==> config.mk <==
export PLATFORM = sky130hd
export DESIGN_NAME = colour_fetch_filter
export DESIGN_NICKNAME = d
export VERILOG_FILES = /design/src/rtl/cfilt_pkg.sv /design/src/rtl/cfilt_colour.sv /design/src/rtl/cfilt_steer.sv /design/src/rtl/cfilt_reqbuf.sv /design/src/rtl/colour_fetch_filter.sv
export SDC_FILE = /design/constraint.sdc
export NUM_CORES = 1
export LEC_CHECK = 0
export CAP_MARGIN = 20
export CORE_MARGIN = 10
export CORE_UTILIZATION = 25
export DETAILED_ROUTE_END_ITERATION = 8
export PLACE_DENSITY = 0.81
export SLEW_MARGIN = 20
export SYNTH_ARGS = -nofsm -noshare
export SYNTH_HDL_FRONTEND = slang
export SYNTH_SLANG_ARGS = --single-unit
export TNS_END_PERCENT = 5
==> constraint.sdc <==
create_clock -name clk -period 1.1 [get_ports clk]
set_input_delay 0.22 -clock clk [delete_from_list [all_inputs] [get_ports clk]]
set_output_delay 0.22 -clock clk [all_outputs]
set_load 0.01 [all_outputs]
==> src/rtl/cfilt_pkg.sv <==
package cfilt_pkg;
  // colour in force during a cycle: a taken branch takes effect at once
  function automatic logic eff_colour(input logic local_c, input logic br);
    return local_c ^ br;
  endfunction

  function automatic logic tag_hit(input logic tag, input logic colour);
    return tag == colour;
  endfunction
endpackage

==> src/rtl/cfilt_colour.sv <==
module cfilt_colour
  import cfilt_pkg::*;
(
  input  logic clk,
  input  logic rst_n,
  input  logic br_taken,
  output logic colour_q,
  output logic colour_eff
);
  always_ff @(posedge clk) begin
    if (!rst_n) colour_q <= 1'b0;
    else        colour_q <= eff_colour(colour_q, br_taken);
  end
  assign colour_eff = eff_colour(colour_q, br_taken);
endmodule

==> src/rtl/cfilt_steer.sv <==
module cfilt_steer
  import cfilt_pkg::*;
(
  input  logic in_valid,
  input  logic in_tag,
  input  logic colour_eff,
  input  logic out_ready,
  output logic out_valid,
  output logic in_ready,
  output logic drop_evt,
  output logic fwd_evt
);
  logic hit;
  always_comb begin
    hit       = tag_hit(in_tag, colour_eff);
    out_valid = in_valid & hit;
    in_ready  = out_ready | ~hit;
    drop_evt  = in_valid & ~hit;
    fwd_evt   = in_valid & hit & out_ready;
  end
endmodule

==> src/rtl/cfilt_reqbuf.sv <==
module cfilt_reqbuf #(
  parameter int PC_W = 32
) (
  input  logic            clk,
  input  logic            rst_n,
  input  logic            load,
  input  logic [PC_W-1:0] load_target,
  input  logic            load_tag,
  input  logic            req_ready,
  output logic            req_valid,
  output logic [PC_W-1:0] req_target,
  output logic            req_tag,
  output logic            req_fire
);
  assign req_fire = req_valid & req_ready;

  always_ff @(posedge clk) begin
    if (!rst_n) begin
      req_valid  <= 1'b0;
      req_target <= '0;
      req_tag    <= 1'b0;
    end else if (load) begin
      req_valid  <= 1'b1;
      req_target <= load_target;
      req_tag    <= load_tag;
    end else if (req_fire) begin
      req_valid  <= 1'b0;
    end
  end
endmodule

==> src/rtl/colour_fetch_filter.sv <==
module colour_fetch_filter #(
  parameter int DATA_W = 32,
  parameter int PC_W   = 32
) (
  input  logic              clk,
  input  logic              rst_n,
  input  logic              in_valid,
  output logic              in_ready,
  input  logic [DATA_W-1:0] in_insn,
  input  logic [PC_W-1:0]   in_pc,
  input  logic              in_tag,
  output logic              out_valid,
  input  logic              out_ready,
  output logic [DATA_W-1:0] out_insn,
  output logic [PC_W-1:0]   out_pc,
  input  logic              br_taken,
  input  logic [PC_W-1:0]   br_target,
  output logic              req_valid,
  input  logic              req_ready,
  output logic [PC_W-1:0]   req_target,
  output logic              req_tag
);
  logic colour_q, colour_eff;
  logic drop_evt, fwd_evt, req_fire;

  cfilt_colour u_colour (
    .clk(clk), .rst_n(rst_n), .br_taken(br_taken),
    .colour_q(colour_q), .colour_eff(colour_eff)
  );

  cfilt_steer u_steer (
    .in_valid(in_valid), .in_tag(in_tag), .colour_eff(colour_eff),
    .out_ready(out_ready), .out_valid(out_valid), .in_ready(in_ready),
    .drop_evt(drop_evt), .fwd_evt(fwd_evt)
  );

  cfilt_reqbuf #(.PC_W(PC_W)) u_req (
    .clk(clk), .rst_n(rst_n), .load(br_taken), .load_target(br_target),
    .load_tag(colour_eff), .req_ready(req_ready), .req_valid(req_valid),
    .req_target(req_target), .req_tag(req_tag), .req_fire(req_fire)
  );

  // each packet carries its own PC; the data path is a straight wire
  assign out_insn = in_insn;
  assign out_pc   = in_pc;
endmodule

# == After elaboration in Yosys (flattened, before gate mapping) ==
# Cells that the tools add are included.
# totals
register_bits,35
output_inout_bits,100
# classes
n_mux,2
reduce_logical,1
eq_ne,1
bitwise,5
# op_table
operator,n
$and A1 B1 Y1,2
$mux W1,2
$reduce_bool A2 Y1,1
$eq A1 B1 Y1,1
$not A1 Y1,1
$or A1 B1 Y1,1
$xor A1 B1 Y1,1

# == Longest topological paths before layout ==
# logic_depth
depth_word,4
depth_mapped,4
depth_no_buf,2

# == Modules after synthesis ==
# A second synthesis with hierarchy kept.
# hier_totals
cells_unflattened,182
area_unflattened_um2,1870.5
# by_module_without_submodules
mod,n_inst,cells_per_inst,area_each_um2,seq_area_each_um2
cfilt_reqbuf,1,110,1320.0,680.7
colour_fetch_filter,1,64,480.5,0.0
cfilt_colour,1,3,35.0,20.0
cfilt_steer,1,5,35.0,0.0

# == Worst setup path before layout ==
# Ideal clock, no wire load.
# synth_path
path_kind,input to output
from,input port br_taken
to,output port out_valid
path_slack_ns,-0.045
path_buffers,1
path_stages,3
t_arrival_ns,0.925
path_cell_list,buf_6 -> xnor3_1 -> and2_1
# synth_between
elab_chain_len,3
# synth_rtl
element,line_no,source
from (decl),colour_fetch_filter.sv:16,"input logic br_taken,"
$xor A1 B1 Y1,cfilt_pkg.sv:4,return local_c ^ br;
$eq A1 B1 Y1,cfilt_pkg.sv:8,return tag == colour;
$and A1 B1 Y1,cfilt_steer.sv:16,out_valid = in_valid & hit;
to (decl),colour_fetch_filter.sv:12,"output logic out_valid,"
# Every way passes these cells.

# == Worst setup path after layout ==
# layout_path
from,register u_colour.colour_q
to,output port out_valid
# layout_between
elab_chain_len,3
# layout_rtl
element,line_no,source
from (decl),cfilt_colour.sv:7,"output logic colour_q,"
from (signal assigned),cfilt_colour.sv:12,"else colour_q <= eff_colour(colour_q, br_taken);"
$xor A1 B1 Y1,cfilt_pkg.sv:4,
$eq A1 B1 Y1,cfilt_pkg.sv:8,
$and A1 B1 Y1,cfilt_steer.sv:16,
# Every way passes these cells.

==> metrics.md <==
| Metric | Value |
|---|---|
| Status | complete, but fails checks |
| Violated checks | negative setup slack |
| Clock skew | 0.02204 ps |
| Root buf cell | clkbuf_8 |
| Yosys Warn Count | 0 |
| Via count | 1142 |
| Hold Path Origin | in_insn[0] |
| DRT iter0 DRCs | 19 |
| GR Overflow Total | 0 |
| Slew HR | 61.14% |
| Placed cells | 285 |
| Cell family with most CP delay | flip-flops |
| Placer Congestion | 0.6050 |
| Buf/Inv on CP | 1 |
| Final setup margin | -207.3 ps |
| Final hold vios | 0 |
| WHS Path Cells | 0 |
| TritonCTS clock tree | done |
| Area of the multi-input gates | 600.6 um2 |
| DP HPWL | 3114 um |
| Hold Path Class | input port to output pin |
| Fillers | 742 |
| Syn_area_per_cell | 10.19 um2 |
| Net Count, Synth | 282 |
| Setup CP Type | register to output pin |
| Crit path largest cell delay | 330 ps |
| # port buffers | 74 |
| I/O Pins | 203 |
| Worst endpoint data arrival time | 1090 ps |
| Antenna violation net count after detailed routing | 0 |
| Setup WS pre-CTS | -765.5 ps |
| TNS Setup | -357.6 ps |
| WHS Endpoint | out_insn[0] |
| Worst hold margin | 440.0 ps |
| FF+latch area | 716.9 um2 |
| Clock sinks | 35 |
| Final wirelength | 4017 um |
| Clock tree buffer depth | 2 |
| DP Area | 2192 um2 |
| Seq/Total Area, Yosys | 38.41% |
| Worst Reg-to-Reg Cells | 3 |
| GRT Overall Usage | 7.117% |
| Worst-Margin Slew | 582.8 ps |
| RR Startpoint | u_colour.colour_q |
| P&R area growth vs syn | 20.99% |
| Post-route insts no fill | 293 |
| DR vias/cell | 3.898 |
| CP max FO | 2 |
| Setup crit start kind | register |
| Cts bufs inserted | 5 |
| Pwr/cell area | 1318 nW/um2 |
| Final Cell Area | 2207 um2 |
| Share of layout cells above drive strength 1 | 31.96% |
| Number of hold buffers added after CTS | 0 |
| Gate Count Post-Synth | 179 |
| Tmin final | 1307 ps |
| Row Count | 31 |
| Crit-path slowest cell | dfxtp_2 |
| Routed wire per std cell | 13.71 um |
| Clock transition at path regs | 70 ps |
| Synth Cell Area | 1824 um2 |
| First-pass GRT wire length | 6506 um |
| Number of global-route vias before repair | 1277 |
| Slew Viols, Final | 0 |
| Die ar. | 11110 um2 |
| CP Cell Sequence | xnor3_1 -> and2_4 -> buf_6 |
| Pre-antenna DRT Iters | 4 |
| Max-cap violations | 0 |
| Setup violations, final | 2 |
| VDD IR max | 0.7138 mV |
| Starting Density | 25.42% |
| LEAKAGE | 0.9644 nW |
| Fmax | 764.9 MHz |
| Worst R2R Setup Slack | 240 ps |
| Flops & latches, synth | 35 |
| Final worst path period share | 118.8% |
| Die X | 105.4 um |
| Clock latency at the later pin of the worst-skew pair | 280 ps |
| Core ar. | 7176 um2 |
| Nets | 296 |
| Crit Reg-Reg Endpoint | u_colour.colour_q |
| Initial antenna violation count | 0 |
| RSZ-0062 raised after global routing | true |
| Largest net degree at the start of global routing | 37 |
| Antenna diode count | 0 |
| Die height | 105.4 um |
| CP endpoint kind | output pin |
| DR DRC count | 0 |
| Postcts setup bufs | 0 |
| Crit path required time | 880 ps |
| CTS H-tree lvls | 2 |
| Netlist cell types | 13 |
## synth_stat cells, drive strengths merged
master | instances | share of area (%)
and2 | 2 | 0.69
buf | 68 | 28
clkbuf | 3 | 0.62
dfxtp | 35 | 38
mux2i | 32 | 18
nand2 | 1 | 0.21
nand2b | 1 | 0.34
nor2b | 33 | 11
o211a | 1 | 0.55
o21a | 1 | 0.41
xnor3 | 1 | 1.2
xor2 | 1 | 0.48
## per-layer routing
metal / share of wire, % / vias to the layer above / global-route usage [%]
li1: - / 532 / -
met1: 35 / 519 / 6.921
met2: 46 / 71 / 10.80
met3: 15 / 20 / 5.177
met4: 3.5 / 0 / 4.216
met5: 0 / - / 0
## logic make-up after synthesis
| kind of cell | Yosys count | synth area share (%) |
|---|---|---|
| and+or+nand+nor | 37 | 12.55 |
| buffers and inverters | 71 | 28.81 |
| DFF | 35 | 38.41 |
| AOI/OAI and AO/OA | 2 | 0.9604 |
| muxes | 32 | 17.56 |
| xor gates and xnor gates | 2 | 1.715 |
## placed cells by master, fill, tap and decap left out, types with 4 or more instances in the layout
master           count
buf_2                9
buf_4                4
nor2b_1             33
clkbuf_2            15
mux2i_1             32
clkdlybuf4s15_2     12
dfxtp_1             22
clkbuf_8             7
clkdlybuf4s50_1     36
dfxtp_2             13
## registers in the layout (all words and copies together), names as in the netlist
register,count
u_req.req_valid,1
u_req.req_tag,1
u_colour.colour_q,1
u_req.req_target,32
## metrics by stage
step	util [%]	power [mW]
2_1_floorplan	-	1.889
3_3_place_gp	30.55	1.978
3_5_place_dp	30.55	1.991
4_1_cts	32.21	3.021
5_1_grt	30.76	3.106
6_report	30.76	2.910
## power by group
part           leakage (nW)  total, mW  switching [mW]  internal, mW
clock                0.0515       1.02           0.444         0.572
combinational         0.619      0.504           0.191         0.313
sequential            0.294       1.39          0.0382          1.35
total                 0.964       2.91           0.673          2.24
## layout make-up
type	count	share of cell area [%]
Timing Repair Buffer	78	30.16
Multi-Input combinational cell	73	27.21
Sequential cell	35	32.48
Clock buffer	8	4.535
Tap cell	99	5.612
## worst max path at each step
| stage | startpoint | endpoint | slack (ps) | cells after the start |
|---|---|---|---|---|
| finish | u_colour.colour_q | out_valid | -210 | 3 |
| detailed placement | in_tag | in_ready | -770 | 4 |
| global placement | in_tag | out_valid | -750 | 4 |
| global route | u_colour.colour_q | out_valid | -270 | 3 |
| CTS | u_colour.colour_q | out_valid | -230 | 3 |
| floorplan | u_colour.colour_q | out_valid | 20 | 2 |
## timing repair
| item | in CTS | in global routing |
|---|---|---|
| setup endpoints to repair | 36 | 36 |
| pin swaps | 1 | 0 |
| gates resized for setup | 97 | 34 |
(Power assumes the default switching activity.)
